`src/rtl/cmp_force_pkg.sv`:
```
package cmp_force_pkg;
  typedef enum logic [1:0] {
    SEL_CMP  = 2'd0,
    SEL_MASK = 2'd1,
    SEL_DATA = 2'd2,
    SEL_FLAG = 2'd3
  } reg_sel_e;
endpackage

```
`src/rtl/cmp_force_timebase.sv`:
```
module cmp_force_timebase #(
  parameter int CNT_W = 16
) (
  input  logic             clk,
  input  logic             rst,
  input  logic             cnt_en,
  input  logic [CNT_W-1:0] cmp_val,
  output logic             match_o
);
  localparam logic [CNT_W-1:0] CNT_MAX = {CNT_W{1'b1}};

  logic [CNT_W-1:0] cnt_q;

  always_ff @(posedge clk) begin
    if (rst) cnt_q <= '0;
    else if (cnt_en) cnt_q <= cnt_q + 1'b1;
  end

  assign match_o = cnt_en && (cnt_q == cmp_val);

  // wrap to zero
  p_wrap_r2: assert property (@(posedge clk) disable iff (rst)
    (cnt_en && cnt_q == CNT_MAX) |=> (cnt_q == '0));
  // stall holds value
  p_hold_r2: assert property (@(posedge clk) disable iff (rst)
    !cnt_en |=> $stable(cnt_q));
  // no match while stalled
  p_nomatch_r10: assert property (@(posedge clk) disable iff (rst)
    !cnt_en |-> !match_o);
endmodule

```
`src/rtl/cmp_force_regs.sv`:
```
module cmp_force_regs
  import cmp_force_pkg::*;
#(
  parameter int CNT_W    = 16,
  parameter int NUM_PINS = 5
) (
  input  logic                clk,
  input  logic                rst,
  input  logic                wr_en,
  input  logic [1:0]          wr_sel,
  input  logic [CNT_W-1:0]    wr_data,
  input  logic                match,
  output logic [CNT_W-1:0]    cmp_val,
  output logic [NUM_PINS-1:0] mask,
  output logic [NUM_PINS-1:0] data,
  output logic                flag
);
  reg_sel_e sel;
  logic     clr_req;

  assign sel     = reg_sel_e'(wr_sel);
  assign clr_req = wr_en && (sel == SEL_FLAG) && wr_data[0];

  always_ff @(posedge clk) begin
    if (rst) begin
      cmp_val <= '0;
      mask    <= '0;
      data    <= '0;
    end else if (wr_en) begin
      case (sel)
        SEL_CMP:  cmp_val <= wr_data;
        SEL_MASK: mask    <= wr_data[NUM_PINS-1:0];
        SEL_DATA: data    <= wr_data[NUM_PINS-1:0];
        default:  ;
      endcase
    end
  end

  always_ff @(posedge clk) begin
    if (rst)          flag <= 1'b0;
    else if (match)   flag <= 1'b1;
    else if (clr_req) flag <= 1'b0;
  end

  // a match always leaves the flag set
  p_flag_set_r8: assert property (@(posedge clk) disable iff (rst)
    match |=> flag);
  // flag is sticky without a clear
  p_flag_sticky_r8: assert property (@(posedge clk) disable iff (rst)
    (flag && !clr_req) |=> flag);
endmodule

```
`src/rtl/cmp_force_pins.sv`:
```
module cmp_force_pins #(
  parameter int NUM_PINS = 5
) (
  input  logic                clk,
  input  logic                rst,
  input  logic                match,
  input  logic [NUM_PINS-1:0] mask,
  input  logic [NUM_PINS-1:0] data,
  input  logic [NUM_PINS-1:0] load,
  input  logic [NUM_PINS-1:0] level,
  output logic [NUM_PINS-1:0] pins
);
  for (genvar k = 0; k < NUM_PINS; k++) begin : g_pin
    logic forced;
    assign forced = match && mask[k];

    always_ff @(posedge clk) begin
      if (rst)          pins[k] <= 1'b0;
      else if (forced)  pins[k] <= data[k];
      else if (load[k]) pins[k] <= level[k];
    end

    // masked pin takes data bit, over any load
    p_force_r4: assert property (@(posedge clk) disable iff (rst)
      (match && mask[k]) |=> (pins[k] == $past(data[k])));
    // no match on this pin and no load keeps level
    p_keep_r5: assert property (@(posedge clk) disable iff (rst)
      (!(match && mask[k]) && !load[k]) |=> $stable(pins[k]));
  end
endmodule

```
`src/rtl/cmp_force_unit.sv`:
```
module cmp_force_unit #(
  parameter int CNT_W    = 16,
  parameter int NUM_PINS = 5
) (
  input  logic                clk,
  input  logic                rst,
  input  logic                cnt_en,
  input  logic                wr_en,
  input  logic [1:0]          wr_sel,
  input  logic [CNT_W-1:0]    wr_data,
  input  logic [NUM_PINS-1:0] chan_load,
  input  logic [NUM_PINS-1:0] chan_level,
  output logic [NUM_PINS-1:0] pin_out,
  output logic                match_flag
);
  logic                match;
  logic [CNT_W-1:0]    cmp_val;
  logic [NUM_PINS-1:0] mask;
  logic [NUM_PINS-1:0] data;

  cmp_force_timebase #(.CNT_W(CNT_W)) u_timebase (
    .clk     (clk),
    .rst     (rst),
    .cnt_en  (cnt_en),
    .cmp_val (cmp_val),
    .match_o (match)
  );

  cmp_force_regs #(.CNT_W(CNT_W), .NUM_PINS(NUM_PINS)) u_regs (
    .clk     (clk),
    .rst     (rst),
    .wr_en   (wr_en),
    .wr_sel  (wr_sel),
    .wr_data (wr_data),
    .match   (match),
    .cmp_val (cmp_val),
    .mask    (mask),
    .data    (data),
    .flag    (match_flag)
  );

  cmp_force_pins #(.NUM_PINS(NUM_PINS)) u_pins (
    .clk   (clk),
    .rst   (rst),
    .match (match),
    .mask  (mask),
    .data  (data),
    .load  (chan_load),
    .level (chan_level),
    .pins  (pin_out)
  );

  // reset clears the outputs
  p_reset_r1: assert property (@(posedge clk)
    rst |=> (pin_out == '0 && !match_flag));
endmodule

```
`config.mk`:
```
export PLATFORM = sky130hd
export DESIGN_NAME = cmp_force_unit
export DESIGN_NICKNAME = d
export VERILOG_FILES = /design/src/rtl/cmp_force_pkg.sv /design/src/rtl/cmp_force_timebase.sv /design/src/rtl/cmp_force_regs.sv /design/src/rtl/cmp_force_pins.sv /design/src/rtl/cmp_force_unit.sv
export SDC_FILE = /design/constraint.sdc
export NUM_CORES = 1
export LEC_CHECK = 0
export BUFFER_PORTS_ARGS = -buffer_cell sky130_fd_sc_hd__buf_2
export CORE_MARGIN = 5
export CORE_UTILIZATION = 45
export DETAILED_ROUTE_END_ITERATION = 10
export PLACE_DENSITY = 0.66
export SETUP_SLACK_MARGIN = 0.4
export SYNTH_ARGS = -nofsm -noshare
export SYNTH_HDL_FRONTEND = slang
export SYNTH_HIERARCHICAL = 1
export SYNTH_SLANG_ARGS = --single-unit
export TNS_END_PERCENT = 30
```
`constraint.sdc`:
```
create_clock -name clk -period 1.9 [get_ports clk]
set_input_delay 0.285 -clock clk [delete_from_list [all_inputs] [get_ports clk]]
set_output_delay 0.285 -clock clk [all_outputs]
set_load 0.02 [all_outputs]
```
==> results of run 1 <==
==> through the flow <==
stage               area [sq um]  worst slack, ns  util [%]
CTS                         2750            0.198      54.1
global route                2780            0.119      54.7
global placement            2610            0.182      51.4
detailed placement          2610            0.153      51.4
finish                      2780            0.225      54.7
floorplan                   2340            0.353         -
==> repair_timing <==
| item | 4_1_cts | 5_1_grt |
|---|---|---|
| setup endpoints to repair | 6 | 11 |
| buffers inserted | 2 | 2 |
| endpoints found under the hold margin | 0 | 0 |
| resized for setup | 0 | 6 |
| pin swaps | 0 | 1 |
==> cell usage after synthesis, types with 2 or more instances <==
library cell / count
nand2_1: 13
nand2b_1: 45
a21oi_1: 2
dfxtp_1: 48
mux2i_1: 32
and4_1: 2
nand3b_1: 2
nor2_1: 17
nand4_1: 10
and3b_1: 5
clkbuf_1: 5
buf_2: 3
xor2_1: 10
a211oi_1: 6
o21ai_0: 3
nor3_2: 2
xnor2_1: 17
and3_1: 2
nor4_1: 3
==> cell families (layout without fill, tap and decap cells) <==
logic type,after synthesis,in the layout,share of synthesized area [%]
compound gates,12,12,3.37
fa+ha+maj,1,1,0.535
flops,48,48,41.1
mux,32,32,13.7
buf+inv,12,58,3.05
simple gates,108,108,28.1
xor+xnor,27,27,10.1
==> cell type report <==
cell class                 count  share of cell area, %
timing repair buffer          50                   10.3
clock buffer                   6                   2.97
tap                           70                   3.15
multi-input combinational    180                   47.2
sequential                    48                   35.0
clock inverter                 2                   1.40
==> power by group through the flow <==
stage | clock network, uW | registers, uW | logic, uW
2_1_floorplan | 0 | 1090 | 135
3_3_place_gp | 0 | 1090 | 211
3_5_place_dp | 0 | 1090 | 213
4_1_cts | 791 | 1060 | 223
5_1_grt | 840 | 1060 | 254
6_report | 764 | 1060 | 227
==> per-layer routing <==
layer / part of all wire, % / routed length (um)
met2: 48 / 2210
met5: 0 / 0
met4: 1.3 / 58
met3: 5.9 / 270
met1: 45 / 2070
==> state kept, by name (all words and copies together), names as in the netlist <==
name / flops
u_regs/cmp_val: 16
u_timebase/cnt_q: 16
u_pins/pins: 5
u_regs/data: 5
u_regs/mask: 5
u_regs/flag: 1
==> worst max-delay path, stage by stage (launching register included) <==
cell,delay [ns]
dfxtp_4,0.37
xor2_1,0.14
nor4_1,0.26
nand4_1,0.12
nor4_2,0.17
buf_4,0.17
and4b_1,0.18
a211oi_1,0.18
==> path summary, 6_finish.rpt <==
path                             from        endpoint  slack [ns]  depth (start not counted)
hold / removal              wr_sel[0]     u_regs/flag        0.22                          2
setup / recovery  u_timebase/cnt_q[8]     u_regs/flag        0.23                          7
hold reg to reg        u_regs/data[2]  u_regs/data[2]        0.48                          2
setup reg to reg  u_timebase/cnt_q[8]     u_regs/flag        0.23                          7
==> results.json, run 1 <==
{
  "run_status": "finished clean",
  "post-layout-total-power_uw": 2050,
  "grt_first_pass_wirelength_mm": 7.83,
  "sequential_cell_area_sq_um": 971,
  "detail_route.drc_violations": 0,
  "yosysTopAreaCell": "dfxtp_1",
  "timing.max_slew.rel_slack_pct": 75.9,
  "finalHoldViolations": 0,
  "gr-total-overflow": 0,
  "final_cell_count_no_fill": 356,
  "drt-wirelength-per-cell_um": 12.9,
  "cts_max_level": 2,
  "slew_violations": 0,
  "worst_slew_pin_slew_ns": 0.361,
  "cts_tree": "built",
  "worst_setup_skew_after_layout_ns": 0.00647,
  "grt_most_used_layer": "met2",
  "post-synth-top-area-fraction_pct": 41.1,
  "finish.net_count": 318,
  "ctsRootBufferMaster": "clkbuf_8",
  "layout_commonest_cell": "nand2b_1",
  "placement_rows": 26,
  "yosys.cell_types.count": 32,
  "whs_ns": 0.219,
  "timing.max_cap.violations": 0,
  "synthCells": 240,
  "leakage_uw": 0.00116,
  "grt.met2_usage_pct": 26.3,
  "crit_type": "reg -> reg",
  "synth_seq_cells": 48,
  "detailed_route_vias_per_instance": 4.85,
  "clockPowerShare_pct": 37.3,
  "fp.coreArea_sq_um": 5070,
  "critical_path_arrival_ns": 1.89,
  "post_layout_min_period_ns": 1.67,
  "timing.critical_path.required_ns": 2.12,
  "sw_frac_of_total_pct": 22.6,
  "power.net_switching_uw": 464,
  "grt_usage_pct": 15.2,
  "first_global_vias": 1726,
  "n_fill_cell": 470,
  "synth.top_cells.by_area": "dfxtp_1 (41%), mux2i_1 (14%), nand2b_1 (12%)",
  "ant_nets": 0,
  "hp-class": "in -> reg",
  "dr.first_iter.drc_count": 73,
  "pwr-share-seq_pct": 51.7,
  "die_x_um": 82.1,
  "die-height_um": 82.1,
  "path_max_fanout": 5,
  "clk_pin_slew_worst_paths_ns": 0.09,
  "clkSinkCount": 48,
  "globalRouteMet1Util_pct": 18.1,
  "cts-hold-fix-buffers": 0,
  "weighted_congestion_reported_at_the_end_of_routability_driven_placement": 0.835,
  "ir_drop_v": 0.000449,
  "area_delta_synth_final_pct": 18.8,
  "cts_made_buffers": 5,
  "yosysWarnings": 6,
  "power_density_nw_per_um2": 738,
  "power_frac_comb_pct": 11.1,
  "post_synth_instance_area_sq_um": 2340,
  "grt.met3_usage_pct": 4.28,
  "post-route-period-util_pct": 88.1,
  "report.final.setup_viol": 0,
  "antenna_found_initial": 0,
  "maximum_number_of_pins_on_one_net_before_global_route_repair": 26,
  "multi_input_comb_area_sq_um": 1310,
  "detail_route.first_pass.iterations": 4,
  "setup_repair_after_global_routing_missed_its_margin": "yes",
  "cellInternalPower_uw": 1590,
  "post_route_cells_drive_above_1_share_pct": 24.5,
  "crit_path_start_kind": "flip-flop",
  "share_of_synthesized_area_occupied_by_flip_flops_and_latches_pct": 41.1,
  "postSynth.topFlopCell": "dfxtp_1",
  "achievable-frequency_mhz": 597,
  "via_count": 1728,
  "syn_avg_cell_area_sq_um": 9.74,
  "clkLatencyLatePin_ns": 0.30,
  "fin_setup_tns_ns": 0,
  "layout.cells.most_common_list": "nand2b_1 (45), dfxtp_1 (44), buf_2 (37), mux2i_1 (32)",
  "floorplan.initialDensity_pct": 46.1,
  "postRouteWirelength_mm": 4.61,
  "synth_edf_count": 0,
  "async_set_or_reset_flop_fraction_in_the_synthesized_netlist_pct": 0,
  "design.portCount": 38,
  "end_kind": "flip-flop",
  "synth_nets": 273,
  "place.detailed.hpwl_mm": 3.39,
  "io_buffer_count": 37,
  "die_area_sq_um": 6740,
  "antenna_cells_inserted": 0,
  "dpl.cell_count": 344,
  "cts.path.max_buffers": 2
}
Power figures use the tool's default switching activity.
==> run 2: changes to the inputs <==
--- a/config.mk
+++ b/config.mk
@@ -10,7 +10,6 @@
 export CORE_UTILIZATION = 45
 export DETAILED_ROUTE_END_ITERATION = 10
 export PLACE_DENSITY = 0.66
-export SETUP_SLACK_MARGIN = 0.4
 export SYNTH_ARGS = -nofsm -noshare
 export SYNTH_HDL_FRONTEND = slang
 export SYNTH_HIERARCHICAL = 1
==> results.json, run 2 (synthesized netlist as in run 1, its figures left out) <==
{
  "run_status": "finished clean",
  "crit_type": "reg -> reg",
  "finalInstanceArea_sq_um": 2780,
  "crit_path_start_kind": "flip-flop",
  "worst_slew_pin_slew_ns": 0.386,
  "post_layout_min_period_ns": 1.75,
  "critPathMaxStageDelay_ns": 0.32,
  "placement_rows": 26,
  "fin_util_pct": 54.8,
  "power_density_nw_per_um2": 713,
  "cp_cell_sequence": "xor2_1, nor4_2, nand4_1, nor4_2, buf_4, and4b_1, a211oi_1",
  "dr.first_iter.drc_count": 52,
  "report.final.setup_viol": 0,
  "worst_setup_skew_after_layout_ns": 0.00584,
  "largestRegisters": "u_regs/cmp_val: 16 flops, u_timebase/cnt_q: 16 flops",
  "hp-class": "in -> reg",
  "leakage_uw": 0.00117,
  "ctsRootBufferMaster": "clkbuf_8",
  "layout.cells.most_common_list": "dfxtp_1 (48), nand2b_1 (45), buf_2 (37), mux2i_1 (32), buf_4 (18)",
  "cts.path.max_buffers": 2,
  "post_route_cells_drive_above_1_share_pct": 23.9,
  "area_delta_synth_final_pct": 18.9,
  "detail_route.first_pass.iterations": 4,
  "ir_drop_v": 0.000523,
  "postRouteWirelength_mm": 4.51,
  "slew_violations": 0,
  "timing.final.ws_setup_ns": 0.151,
  "design.portCount": 38,
  "first_global_vias": 1596,
  "finish.net_count": 323,
  "gr-total-overflow": 0,
  "detailedPlace.worstSlack_ns": -0.00980,
  "critical_path_arrival_ns": 1.96,
  "timing.max_slew.rel_slack_pct": 74.2,
  "detail_route.drc_violations": 0,
  "maximum_number_of_pins_on_one_net_before_global_route_repair": 21,
  "crit_path_top_delay_cell": "dfxtp_1",
  "critical_path_most_common_cell": "nor4_2",
  "setup_repair_after_global_routing_missed_its_margin": "no",
  "antenna_cells_inserted": 0,
  "grt_usage_pct": 13.9,
  "cts-hold-fix-buffers": 0,
  "timing.critical_path.required_ns": 2.11,
  "path_max_fanout": 3,
  "layout_commonest_cell": "dfxtp_1",
  "dpl.cell_count": 351,
  "cts_max_level": 2,
  "place.detailed.hpwl_mm": 3.44,
  "clk_pin_slew_worst_paths_ns": 0.08,
  "die-height_um": 82.1,
  "via_count": 1760,
  "drt-wirelength-per-cell_um": 12.6,
  "fin_setup_tns_ns": 0,
  "cts_tree": "built",
  "floorplan.initialDensity_pct": 46.1,
  "clkLatencyLatePin_ns": 0.29,
  "end_kind": "flip-flop",
  "n_fill_cell": 477,
  "cts_made_buffers": 5,
  "die_x_um": 82.1,
  "timing.max_cap.violations": 0,
  "achievable-frequency_mhz": 572,
  "placed_cell_area_sq_um": 2660,
  "die_area_sq_um": 6740,
  "io_buffer_count": 37,
  "detailed_route_vias_per_instance": 4.90,
  "post-route-period-util_pct": 92.1,
  "clkSinkCount": 48,
  "grt_first_pass_wirelength_mm": 7.07,
  "ant_nets": 0,
  "fp.coreArea_sq_um": 5070,
  "antenna_found_initial": 0,
  "finalHoldViolations": 0,
  "final_cell_count_no_fill": 359,
  "weighted_congestion_reported_at_the_end_of_routability_driven_placement": 0.835
}
-- run 2: changes by cell type in the layout (fill, tap and decap cells not counted), moves of 2 or more --
| cell | change |
|---|---|
| buf_4 | +6 |
| dfxtp_1 | +4 |
| dfxtp_2 | -2 |
| dfxtp_4 | -2 |
-- run 2: final timing paths --
kind / start / to / slack (ns) / cells after the start
setup / recovery: u_timebase/cnt_q[8] / u_regs/flag / 0.15 / 7
hold / removal: wr_sel[0] / u_regs/flag / 0.22 / 2
hold reg to reg: u_regs/mask[0] / u_pins/pins[0] / 0.47 / 2
setup reg to reg: u_timebase/cnt_q[8] / u_regs/flag / 0.15 / 7
-- run 2: worst max-delay path: cells and delay by family, from the launching register on --
family,cells,cell delay (ns)
simple gates,4,0.81
flops,1,0.32
compound gates,1,0.21
buf+inv,1,0.17
xor+xnor,1,0.16
-- run 2: per-stage QoR --
stage | hold WS [ns] | total power, uW
after floorplan | 0.358 | 1230
after global placement | 0.462 | 1300
after detailed placement | 0.465 | 1310
after CTS | 0.208 | 2010
after global routing | 0.211 | 2080
final | 0.222 | 1980
-- run 2: report_power, final --
part / total (uW) / switching, uW / internal (uW)
sequential: 1060 / 21.4 / 1040
clock: 691 / 313 / 378
combinational: 232 / 110 / 121
-- run 2: timing repair --
| action | CTS | global route |
|---|---|---|
| buffers inserted | 2 | 0 |
| setup endpoints to repair | 1 | 6 |
| pin swaps | 1 | 1 |
| gates resized for setup | 0 | 1 |
| endpoints found under the hold margin | 0 | 0 |
-- run 2: final cells by class --
type                            count  area, sq um  area share [%]
Sequential cell                    48          961            34.6
Clock buffer                        5         68.8            2.48
Tap cell                           70         87.6            3.15
Timing Repair Buffer               55          320            11.5
Multi-Input combinational cell    180         1310            47.2
Clock inverter                      1         30.0            1.08
-- run 2: metal layers --
metal	vias up	GRT usage, %	part of all wire, %
met5	-	0	0
met2	37	23.9	48
met4	0	4.49	0.71
li1	921	-	-
met3	2	4.50	5.7
met1	800	16.4	46
